File: config.mk
export PLATFORM = sky130hd
export DESIGN_NAME = int_divider
export DESIGN_NICKNAME = d
export VERILOG_FILES = /design/src/rtl/div_pkg.sv /design/src/rtl/div_prep.sv /design/src/rtl/div_core.sv /design/src/rtl/div_fix.sv /design/src/rtl/int_divider.sv
export SDC_FILE = /design/constraint.sdc
export NUM_CORES = 1
export LEC_CHECK = 0
export CORE_MARGIN = 2
export CORE_UTILIZATION = 64
export DETAILED_ROUTE_END_ITERATION = 12
export DONT_BUFFER_PORTS = 1
export PLACE_DENSITY = 0.82
export SLEW_MARGIN = 25
export SYNTH_ARGS = -nofsm -noshare
export SYNTH_HDL_FRONTEND = slang
export SYNTH_HIERARCHICAL = 1
export SYNTH_SLANG_ARGS = --single-unit
File: constraint.sdc
create_clock -name clk_i -period 2.63 [get_ports clk_i]
set_input_delay 0.526 -clock clk_i [delete_from_list [all_inputs] [get_ports clk_i]]
set_output_delay 0.526 -clock clk_i [all_outputs]
set_load 0.05 [all_outputs]
File: src/rtl/div_pkg.sv
package div_pkg;
  typedef enum logic [1:0] {
    ST_IDLE = 2'd0,
    ST_RUN  = 2'd1,
    ST_FIN  = 2'd2
  } div_state_e;

  localparam int OP_EXT_BIT = 1;
  localparam int OP_SGN_BIT = 0;
endpackage

File: src/rtl/div_prep.sv
// Operand conditioning: magnitudes and result sign decisions
module div_prep #(
  parameter int W = 8
) (
  input  logic            is_signed_i,
  input  logic [W-1:0]    hi_i,
  input  logic [W-1:0]    lo_i,
  input  logic [W-1:0]    dvsr_i,
  output logic [2*W-1:0]  dvd_mag_o,
  output logic [W-1:0]    dvs_mag_o,
  output logic            neg_q_o,
  output logic            neg_r_o,
  output logic            dvs_zero_o
);
  localparam int DW = 2 * W;

  logic [DW-1:0] dvd;
  logic          dvd_neg, dvs_neg;

  assign dvd        = {hi_i, lo_i};
  assign dvd_neg    = is_signed_i & dvd[DW-1];
  assign dvs_neg    = is_signed_i & dvsr_i[W-1];
  assign dvd_mag_o  = dvd_neg ? (~dvd + {{(DW-1){1'b0}}, 1'b1}) : dvd;
  assign dvs_mag_o  = dvs_neg ? (~dvsr_i + {{(W-1){1'b0}}, 1'b1}) : dvsr_i;
  assign neg_q_o    = dvd_neg ^ dvs_neg;
  assign neg_r_o    = dvd_neg;
  assign dvs_zero_o = (dvsr_i == '0);
endmodule

File: src/rtl/div_core.sv
// Restoring shift-subtract engine, one quotient bit per step
module div_core #(
  parameter int W = 8
) (
  input  logic            clk_i,
  input  logic            rst_ni,
  input  logic            load_i,
  input  logic            step_i,
  input  logic [2*W-1:0]  dvd_i,
  input  logic [W-1:0]    dvs_i,
  output logic [2*W-1:0]  quo_o,
  output logic [W-1:0]    rem_o
);
  localparam int DW = 2 * W;

  logic [DW-1:0] quo_q;
  logic [W-1:0]  rem_q, dvs_q;
  logic [W:0]    shifted, trial;
  logic          fits;

  always_comb begin
    shifted = {rem_q, quo_q[DW-1]};
    trial   = shifted - {1'b0, dvs_q};
    fits    = (shifted >= {1'b0, dvs_q});
  end

  always_ff @(posedge clk_i or negedge rst_ni) begin
    if (!rst_ni) begin
      quo_q <= '0;
      rem_q <= '0;
      dvs_q <= '0;
    end else if (load_i) begin
      quo_q <= dvd_i;
      rem_q <= '0;
      dvs_q <= dvs_i;
    end else if (step_i) begin
      quo_q <= {quo_q[DW-2:0], fits};
      rem_q <= fits ? trial[W-1:0] : shifted[W-1:0];
    end
  end

  assign quo_o = quo_q;
  assign rem_o = rem_q;
endmodule

File: src/rtl/div_fix.sv
// Sign restoration and range check of the raw quotient
module div_fix #(
  parameter int W = 8
) (
  input  logic            is_signed_i,
  input  logic            neg_q_i,
  input  logic            neg_r_i,
  input  logic [2*W-1:0]  quo_mag_i,
  input  logic [W-1:0]    rem_mag_i,
  output logic [W-1:0]    quo_o,
  output logic [W-1:0]    rem_o,
  output logic            ovf_o
);
  localparam int DW = 2 * W;
  localparam logic [DW-1:0] POS_LIM = {{(W+1){1'b0}}, {(W-1){1'b1}}};
  localparam logic [DW-1:0] NEG_LIM = {{W{1'b0}}, 1'b1, {(W-1){1'b0}}};

  logic [W-1:0] q_lo;

  assign q_lo = quo_mag_i[W-1:0];

  always_comb begin
    if (!is_signed_i) begin
      ovf_o = |quo_mag_i[DW-1:W];
      quo_o = q_lo;
      rem_o = rem_mag_i;
    end else begin
      ovf_o = neg_q_i ? (quo_mag_i > NEG_LIM) : (quo_mag_i > POS_LIM);
      quo_o = neg_q_i ? (~q_lo + {{(W-1){1'b0}}, 1'b1}) : q_lo;
      rem_o = neg_r_i ? (~rem_mag_i + {{(W-1){1'b0}}, 1'b1}) : rem_mag_i;
    end
  end
endmodule

File: src/rtl/int_divider.sv
module int_divider
  import div_pkg::*;
#(
  parameter int W = 8
) (
  input  logic          clk_i,
  input  logic          rst_ni,
  input  logic          start_i,
  input  logic [1:0]    op_i,
  input  logic [W-1:0]  hi_i,
  input  logic [W-1:0]  lo_i,
  input  logic [W-1:0]  dvsr_i,
  output logic          busy_o,
  output logic          done_o,
  output logic          err_o,
  output logic [W-1:0]  hi_o,
  output logic [W-1:0]  lo_o
);
  localparam int DW = 2 * W;
  localparam int CW = $clog2(DW);
  localparam logic [CW-1:0] LAST = CW'(DW - 1);

  div_state_e    state_q;
  logic [CW-1:0] cnt_q;
  logic          sgn_q, neg_q_q, neg_r_q;
  logic          done_q, err_q;
  logic [W-1:0]  hi_q, lo_q;

  logic          accept, is_ext, load, step;
  logic [DW-1:0] dvd_mag, quo_raw;
  logic [W-1:0]  dvs_mag, rem_raw, q_fix, r_fix;
  logic          neg_q_c, neg_r_c, dvs_zero, ovf;

  assign is_ext = op_i[OP_EXT_BIT];
  assign accept = start_i && (state_q == ST_IDLE);
  assign load   = accept && !is_ext && !dvs_zero;
  assign step   = (state_q == ST_RUN);

  div_prep #(.W(W)) u_prep (
    .is_signed_i (op_i[OP_SGN_BIT]),
    .hi_i        (hi_i),
    .lo_i        (lo_i),
    .dvsr_i      (dvsr_i),
    .dvd_mag_o   (dvd_mag),
    .dvs_mag_o   (dvs_mag),
    .neg_q_o     (neg_q_c),
    .neg_r_o     (neg_r_c),
    .dvs_zero_o  (dvs_zero)
  );

  div_core #(.W(W)) u_core (
    .clk_i  (clk_i),
    .rst_ni (rst_ni),
    .load_i (load),
    .step_i (step),
    .dvd_i  (dvd_mag),
    .dvs_i  (dvs_mag),
    .quo_o  (quo_raw),
    .rem_o  (rem_raw)
  );

  div_fix #(.W(W)) u_fix (
    .is_signed_i (sgn_q),
    .neg_q_i     (neg_q_q),
    .neg_r_i     (neg_r_q),
    .quo_mag_i   (quo_raw),
    .rem_mag_i   (rem_raw),
    .quo_o       (q_fix),
    .rem_o       (r_fix),
    .ovf_o       (ovf)
  );

  always_ff @(posedge clk_i or negedge rst_ni) begin
    if (!rst_ni) begin
      state_q <= ST_IDLE;
      cnt_q   <= '0;
      sgn_q   <= 1'b0;
      neg_q_q <= 1'b0;
      neg_r_q <= 1'b0;
      done_q  <= 1'b0;
      err_q   <= 1'b0;
      hi_q    <= '0;
      lo_q    <= '0;
    end else begin
      done_q <= 1'b0;
      unique case (state_q)
        ST_IDLE: begin
          if (accept) begin
            if (is_ext) begin
              hi_q   <= {W{lo_i[W-1]}};
              lo_q   <= lo_i;
              err_q  <= 1'b0;
              done_q <= 1'b1;
            end else if (dvs_zero) begin
              err_q  <= 1'b1;
              done_q <= 1'b1;
            end else begin
              state_q <= ST_RUN;
              cnt_q   <= '0;
              sgn_q   <= op_i[OP_SGN_BIT];
              neg_q_q <= neg_q_c;
              neg_r_q <= neg_r_c;
            end
          end
        end
        ST_RUN: begin
          cnt_q <= cnt_q + 1'b1;
          if (cnt_q == LAST) state_q <= ST_FIN;
        end
        ST_FIN: begin
          if (ovf) begin
            err_q <= 1'b1;
          end else begin
            hi_q  <= r_fix;
            lo_q  <= q_fix;
            err_q <= 1'b0;
          end
          done_q  <= 1'b1;
          state_q <= ST_IDLE;
        end
        default: state_q <= ST_IDLE;
      endcase
    end
  end

  assign busy_o = (state_q != ST_IDLE);
  assign done_o = done_q;
  assign err_o  = err_q;
  assign hi_o   = hi_q;
  assign lo_o   = lo_q;
endmodule

# Word-level counts from Yosys, hierarchy flattened
# Cells that the tools add are included.
[totals]
ff_bits = 59
out_inout_bits = 19
elab_cells = 96
[classes]
n_addsub = 6
order_cmp = 3
eq_ne = 10
muxes = 39
bitwise = 9
reduce_logical = 17
[op_table]
columns = ["operator", "count"]
rows = [
  ["2-to-1 mux 8 bit", 14],
  ["2-to-1 mux 16 bit", 3],
  ["case mux 8 bit (2 select lines)", 2],
  ["adder 8 x 1 -> 8 bit, second input constant", 3],
  ["inverter 8 bit", 3],
  ["adder 16 x 1 -> 16 bit, second input constant", 1],
  ["greater-than comparator 16 x 7 -> 1 bit, second input constant", 1],
  ["greater-than comparator 16 x 8 -> 1 bit, second input constant", 1],
  ["inverter 16 bit", 1],
  ["AND reduction 4 bit", 4],
  ["2-to-1 mux 4 bit", 3],
  ["inequality test 2 bit, second input constant", 5],
  [">= comparator 9 x 8 -> 1 bit", 1],
  ["2-to-1 mux 1 bit", 9],
  ["zero test 8 bit", 1],
  ["2-to-1 mux 2 bit", 4],
  ["case mux 4 bit (2 select lines)", 1],
  ["nonzero test 2 bit", 4],
  ["OR reduction 8 bit", 1],
  ["subtractor 8 bit", 1],
  ["adder 4 x 1 -> 4 bit, second input constant", 1],
  ["equality test 4 bit, second input constant", 1],
  ["case mux 1 bit (2 select lines)", 2],
  ["case mux 2 bit (2 select lines)", 1],
  ["other kinds (11)", 16],
]

# Depth between registers and ports, before layout
# Gate-level depths: netlist of the first run.
[depth]
depth_word = 6
mapped_depth = 11
depth_no_buf = 9

# By module
# The synthesis of the first run kept the hierarchy.
[by_module_without_submodules]
columns = ["mod", "n_inst", "cells_each", "area_each_um2", "seq_area_each_um2"]
rows = [
  ["div_core", 1, 192, 1841.8, 800.8],
  ["int_divider", 1, 97, 1402.6, 675.6],
  ["div_prep", 1, 86, 573.0, 0.0],
  ["div_fix", 1, 53, 345.3, 0.0],
]

# Least setup slack after synthesis of the first run
# Ideal clock, no wire load.
[synth_timing]
kind = "in2reg"
start = "input port dvsr_i[0]"
end = "register u_core.quo_q[11] (netlist: u_core/quo_o[11])"
setup_time_ns = 0.137
t_arrival_ns = 2.033
required_ns = 2.493
setup_slack_ns = 0.460
path_stages = 10
path_buffers = 2
path_cell_list = "inv_1 > ha_1 > nand2b_1 > nor3b_1 > nor2_1 > nand4_1 > inv_1 > clkbuf_1 > buf_1 > o21ai_0"
[synth_between]
elab_chain_cells = 4
elab_cells_between_ends = 5
cone_classes = "1 x mux; 4 x reduce/logical"
[synth_lines]
columns = ["element", "line_no", "rtl"]
rows = [
  ["start, declared", "int_divider.sv:12", "input logic [W-1:0] dvsr_i,"],
  ["zero test 8 bit *", "div_prep.sv:27", "assign dvs_zero_o = (dvsr_i == '0);"],
  ["net dvs_zero", "int_divider.sv:32", "logic neg_q_c, neg_r_c, dvs_zero, ovf;"],
  ["zero test 1 bit *", "int_divider.sv:36", "assign load = accept && !is_ext && !dvs_zero;"],
  ["logical AND 1 bit *", "int_divider.sv:36", ""],
  ["net load", "int_divider.sv:29", "logic accept, is_ext, load, step;"],
  ["2-to-1 mux 16 bit or nonzero test 2 bit (tied branches)", "n/a", ""],
  ["end signal, assigned", "div_core.sv:33", "quo_q <= dvd_i;"],
  ["end signal, assigned", "div_core.sv:37", "quo_q <= {quo_q[DW-2:0], fits};"],
  ["end, declared", "div_core.sv:16", "logic [DW-1:0] quo_q;"],
]
# The timed path passes the listed nets; every way through them passes the cells marked *.
# A chain may end at the register's enable or synchronous reset.

# Final worst setup path of the first run
[layout_timing]
start = "register u_core.rem_q[3] (netlist: u_core/rem_o[3])"
end = "register u_core.rem_q[0] (netlist: u_core/rem_o[0])"
[layout_between]
elab_chain_cells = 4
[layout_lines]
columns = ["element", "line_no", "rtl"]
rows = [
  ["start, declared", "div_core.sv:17", "logic [W-1:0] rem_q, dvs_q;"],
  ["start signal, assigned", "div_core.sv:38", "rem_q <= fits ? trial[W-1:0] : shifted[W-1:0];"],
  [">= comparator 9 x 8 -> 1 bit", "div_core.sv:24", "fits = (shifted >= {1'b0, dvs_q});"],
  ["2-to-1 mux 8 bit", "div_core.sv:38", ""],
  ["2-to-1 mux 8 bit", "div_core.sv:36", "end else if (step_i) begin"],
  ["2-to-1 mux 8 bit", "div_core.sv:32", "end else if (load_i) begin"],
]
# Every way passes these cells. The select of a mux whose other input is x is not followed.

==> run metrics, run 1 <==
routed vias/inst=6.24; Crit path arrival time=2.52 ns; CTS root buffer=clkbuf_8; Final Slew Violations=0; Routed Antenna Nets=0; detailed placement HPWL=6.15 mm; first drt pass iteration count=7; via count=3184; antenna violations before repair=0; synthesized net count=471; Synth area leader=dfrtp_1; Req. time, crit path=2.87 ns; Post-CTS Resized=0; Post-Syn Area=4160 sq um; Post-Syn Instances=428; critical-path cell list=ha_1, a21oi_4, o21ai_2, a221oi_4, mux2_1, a211oi_1; top_reg_cell synth=dfrtp_1; H-tree Lvls=3; Clock Path Buffers=2; Hold Slack=0.0425 ns; FF+latch area=1480 sq um; first-pass GRT wire length=13.9 mm; run status=finished, final reports clean; residual DRC count=0; Total Wirelength=8.39 mm; sequential fraction of the synthesis area=35.5%; #FFs+latches synth=59; CP bufs+invs=0; footprint of the multi-input gates=2440 sq um; initial DRC count=230; CTS tree=built; Syn-to-layout area delta=5.35%; Initial Util=65.9%; number of max-cap violations=0; pin count of the biggest net entering global routing=60; core area=6310 sq um; die width=84.7 um; Worst VDD drop=0.806 mV; Post-Place Cells=494; Crit Path Class=flip-flop to flip-flop; Tightest Hold Check Type=input port to asynchronous set/reset pin; Netlist cell types=66; asr flop ratio synth=100%; crit share post-route=86.6%; die area=7170 sq um; Filler cells=496; Slew @ Worst Pin=0.632 ns; Worst-Skew Late Latency=0.34 ns; # diodes=0; delay-heaviest family, CP=compound AO/OA/AOI/OAI gates; fin cells=510; final setup TNS=0 ns; skew final=0.0125 ns; vias in the first global route=3039; maximum fanout along the worst path=7; Yosys top cell area share=35.5%; gr usage total=24.5%; Top Ports=48; Yosys warnings=6; Worst Setup End Kind=flip-flop; slowest stage delay, CP=0.45 ns; I/O Buffers=0; Rows=29; endpoints failing hold=0; DR WL/cell=16.4 um; GR Overflow Total=0; number of synthesized flops with an enable pin=0; fraction of layout cells with a size suffix above 1=18.2%; Tot Pwr=0.00567 W; RSZ-0062 raised after global routing=false; fin crit period=2.28 ns; final setup fails=0; Slew headroom=57.5%; Clock Pin Slew Worst Setup and Hold Paths=0.07 ns; nature of the critical path startpoint=flip-flop; Avg Inst Size Synth=9.73 sq um; ranking of synthesized cells by area=dfrtp_1 35%, mux2_4 7.2%, mux2_2 5.1%; NumNets Final=472; most frequent cell after synthesis=dfrtp_1; Post-synth top cells=59 x dfrtp_1, 42 x nand2_1, 29 x inv_1, 29 x nor2_1, 27 x o21ai_0; Slowest-stage cell, CP=a221oi_4; gpl congestion=0.866; die height=84.7 um; clk sinks=59; CTS buffer count=9; P_leak=1.96 nW; f_max=0.439 GHz; Pwr per Cell Area=1290 nW/um^2
==> area by class of cell <==
cell class / instances / area share, %
Multi-Input combinational cell: 320 / 55.7
Sequential cell: 59 / 33.7
Clock buffer: 10 / 3.14
Inverter: 29 / 2.48
Tap cell: 77 / 2.20
Timing Repair Buffer: 10 / 2.17
Clock inverter: 5 / 0.685
==> worst paths after layout <==
path                                  from               to  slack [ns]  depth (start not counted)
setup / recovery           u_core/rem_o[3]  u_core/rem_o[0]        0.35                          6
hold / removal                      rst_ni          lo_o[0]        0.04                          1
setup reg to reg           u_core/rem_o[3]  u_core/rem_o[0]        0.35                          6
hold reg to reg                   cnt_q[0]         cnt_q[0]        0.51                          1
max in group asynchronous           rst_ni  u_core/dvs_q[2]        2.34                          1
min in group clk_i                 lo_i[0]  u_core/quo_o[0]        0.32                          1
==> kinds of logic (layout without fill, tap and decap cells) <==
logic type | Yosys count | count (layout) | share of synthesized area, %
AOI/OAI and AO/OA | 90 | 90 | 15.3
xor gates and xnor gates | 31 | 31 | 6.52
adders and majority gates | 14 | 14 | 4.39
buffers and inverters | 49 | 54 | 5.95
DFF | 59 | 59 | 35.5
muxes | 58 | 58 | 17.0
and+or+nand+nor | 127 | 127 | 15.4
==> what timing repair did <==
action | 4_1_cts | 5_1_grt
hold buffers | 1 | 0
endpoints found under the setup margin | 0 | 0
endpoints found under the hold margin | 59 | 0
buffers inserted | 0 | 0
==> metal layers <==
layer / global-route usage (%) / wire length [um]
met3: 5.80 / 581
met5: 0 / 0
met1: 32.3 / 3730
met2: 38.9 / 3950
met4: 9.81 / 125
==> power by group <==
group	switching, W	internal (W)
combinational	0.00138	0.00131
sequential	0.000912	0.00136
clock	0.000358	0.000356
==> placed cells by master (no fill, tap or decap), drive strengths merged, types with 11 or more instances in the layout <==
cell,count
nor3,11
ha,13
xor2,21
mux2,41
dfrtp,59
o21ai,29
a21oi,17
inv,29
nand2,42
nor2,29
mux2i,17
==> through the flow <==
step                utilization (%)  cell area [sq um]  worst slack (ns)
floorplan                         -               4160             0.460
global placement               66.4               4190             0.263
detailed placement             66.4               4190             0.232
CTS                            69.5               4390             0.325
global route                   69.5               4390             0.181
finish                         69.5               4390             0.351
==> state kept, by name (all words and copies together), names as in the netlist <==
name          cells
lo_o              8
state_q           2
err_o             1
sgn_q             1
cnt_q             4
neg_r_q           1
done_o            1
neg_q_q           1
u_core/dvs_q      8
u_core/quo_o     16
u_core/rem_o      8
hi_o              8
Power figures use the tool's default switching activity.
==> run 2: changes to the inputs <==
--- a/config.mk
+++ b/config.mk
@@ -5,8 +5,10 @@
 export SDC_FILE = /design/constraint.sdc
 export NUM_CORES = 1
 export LEC_CHECK = 0
+export CELL_PAD_IN_SITES_DETAIL_PLACEMENT = 1
+export CELL_PAD_IN_SITES_GLOBAL_PLACEMENT = 1
 export CORE_MARGIN = 2
-export CORE_UTILIZATION = 64
+export CORE_UTILIZATION = 50
 export DETAILED_ROUTE_END_ITERATION = 12
 export DONT_BUFFER_PORTS = 1
 export PLACE_DENSITY = 0.82
==> run 2 against run 1 <==
Compared with the run above:
- global-route usage fell by 0.50 points
- largest cell class unchanged
- final cell count rose by 5.5%
- register-to-register slack worse by 0.05 ns
- highest routed layer unchanged
- clock power rose by 18%
- die area rose by 27%
==> run metrics, run 2 (synthesis gave the netlist of run 1 again) <==
Clock Pin Slew Worst Setup and Hold Paths=0.08 ns; core area=8130 sq um; pre-CTS setup slack=0.208 ns; CTS tree=built; # diodes=0; commonest non-fill, non-tap cell in the layout=dfrtp_1; first drt pass iteration count=4; Slew @ Worst Pin=0.622 ns; Routed Antenna Nets=0; max reg flops=16; Post-CTS Hold Fix Bufs=1; Total Wirelength=10.3 mm; endpoints failing hold=0; H-tree Lvls=3; pin count of the biggest net entering global routing=60; RSZ-0062 raised after global routing=false; DR WL/cell=19.1 um; gr usage total=24.0%; P_leak=1.97 nW; gpl congestion=0.835; commonest cells after routing, fill and taps aside=59 x dfrtp_1, 42 x nand2_1, 29 x inv_1, 29 x nor2_1, 27 x o21ai_0; run status=finished, final reports clean; number of max-cap violations=0; Worst-Skew Late Latency=0.34 ns; Crit Path Class=flip-flop to flip-flop; die area=9070 sq um; initial DRC count=118; Final Slew Violations=0; die height=95.2 um; CTS root buffer=clkbuf_8; Worst Setup End Kind=flip-flop; GR Overflow Total=0; I/O Buffers=0; Initial Util=51.2%; Rows=33; Crit path arrival time=2.56 ns; residual DRC count=0; Syn-to-layout area delta=6.64%; antenna violations before repair=0; Req. time, crit path=2.86 ns; clk sinks=59; fraction of layout cells with a size suffix above 1=18.0%; first-pass GRT wire length=16.7 mm; vias in the first global route=3390; fin cells=538; crit share post-route=88.6%; Post-Place Cells=521; final setup TNS=0 ns; die width=95.2 um; routed vias/inst=5.88; Post-DP Area=4220 sq um; fin area=4440 sq um; Slew headroom=58.5%; fin crit period=2.33 ns; Pwr per Cell Area=1330 nW/um^2; nature of the critical path startpoint=flip-flop; Worst VDD drop=0.361 mV; CTS buffer count=9; Tightest Hold Check Type=input port to asynchronous set/reset pin; maximum fanout along the worst path=11; via count=3162; postcts setup bufs=0; final setup fails=0; skew final=0.0106 ns; Top Ports=48; Clock Path Buffers=2; detailed placement HPWL=7.42 mm; NumNets Final=471; f_max=0.429 GHz; Post-CTS Resized=0; Hold Slack=0.0419 ns; Final Worst Setup Slack=0.299 ns
## run 2: final timing paths
kind,slack [ns],start,cells past startpoint,to
hold / removal,0.04,rst_ni,1,lo_o[0]
setup / recovery,0.30,u_core/rem_o[3],7,u_core/rem_o[2]
hold reg to reg,0.52,neg_r_q,1,neg_r_q
min in group clk_i,0.31,lo_i[0],1,u_core/quo_o[0]
max in group asynchronous,2.33,rst_ni,1,u_core/dvs_q[1]
setup reg to reg,0.30,u_core/rem_o[3],7,u_core/rem_o[2]
## run 2: per-layer routing
metal | wire (um) | GRT usage, % | share of wire (%) | vias up
li1 | - | - | - | 1511
met1 | 4600 | 30.4 | 45 | 1565
met2 | 5050 | 41.0 | 49 | 72
met3 | 455 | 4.74 | 4.4 | 14
met4 | 152 | 7.61 | 1.5 | 0
met5 | 0 | 0 | 0 | -
## run 2: final cells by class
type | instances | area [sq um]
Fill cell | 911 | 3690
Clock inverter | 5 | 52.6
Inverter | 29 | 109
Clock buffer | 11 | 141
Sequential cell | 59 | 1480
Timing Repair Buffer | 9 | 87.6
Multi-Input combinational cell | 320 | 2440
Tap cell | 105 | 131
## run 2: stage by stage
stage | total power (W) | utilization, %
2_1_floorplan | 0.00443 | -
3_3_place_gp | 0.00483 | 51.9
3_5_place_dp | 0.00502 | 51.9
4_1_cts | 0.00593 | 54.6
5_1_grt | 0.00635 | 54.6
6_report | 0.00592 | 54.6
## run 2: worst max-delay path: stages (launching register included)
cell      delay [ns]
dfrtp_1         0.46
ha_1            0.43
a21oi_4         0.24
o21ai_2         0.11
a221oi_4        0.35
buf_4           0.25
mux2i_1         0.09
a211oi_1        0.30
## run 2: report_power, final
part,leakage (nW),switching [W],internal [W]
Sequential,0.708,0.000950,0.00136
Combinational,1.16,0.00148,0.00130
Clock,0.0991,0.000383,0.000459
Total,1.97,0.00281,0.00311
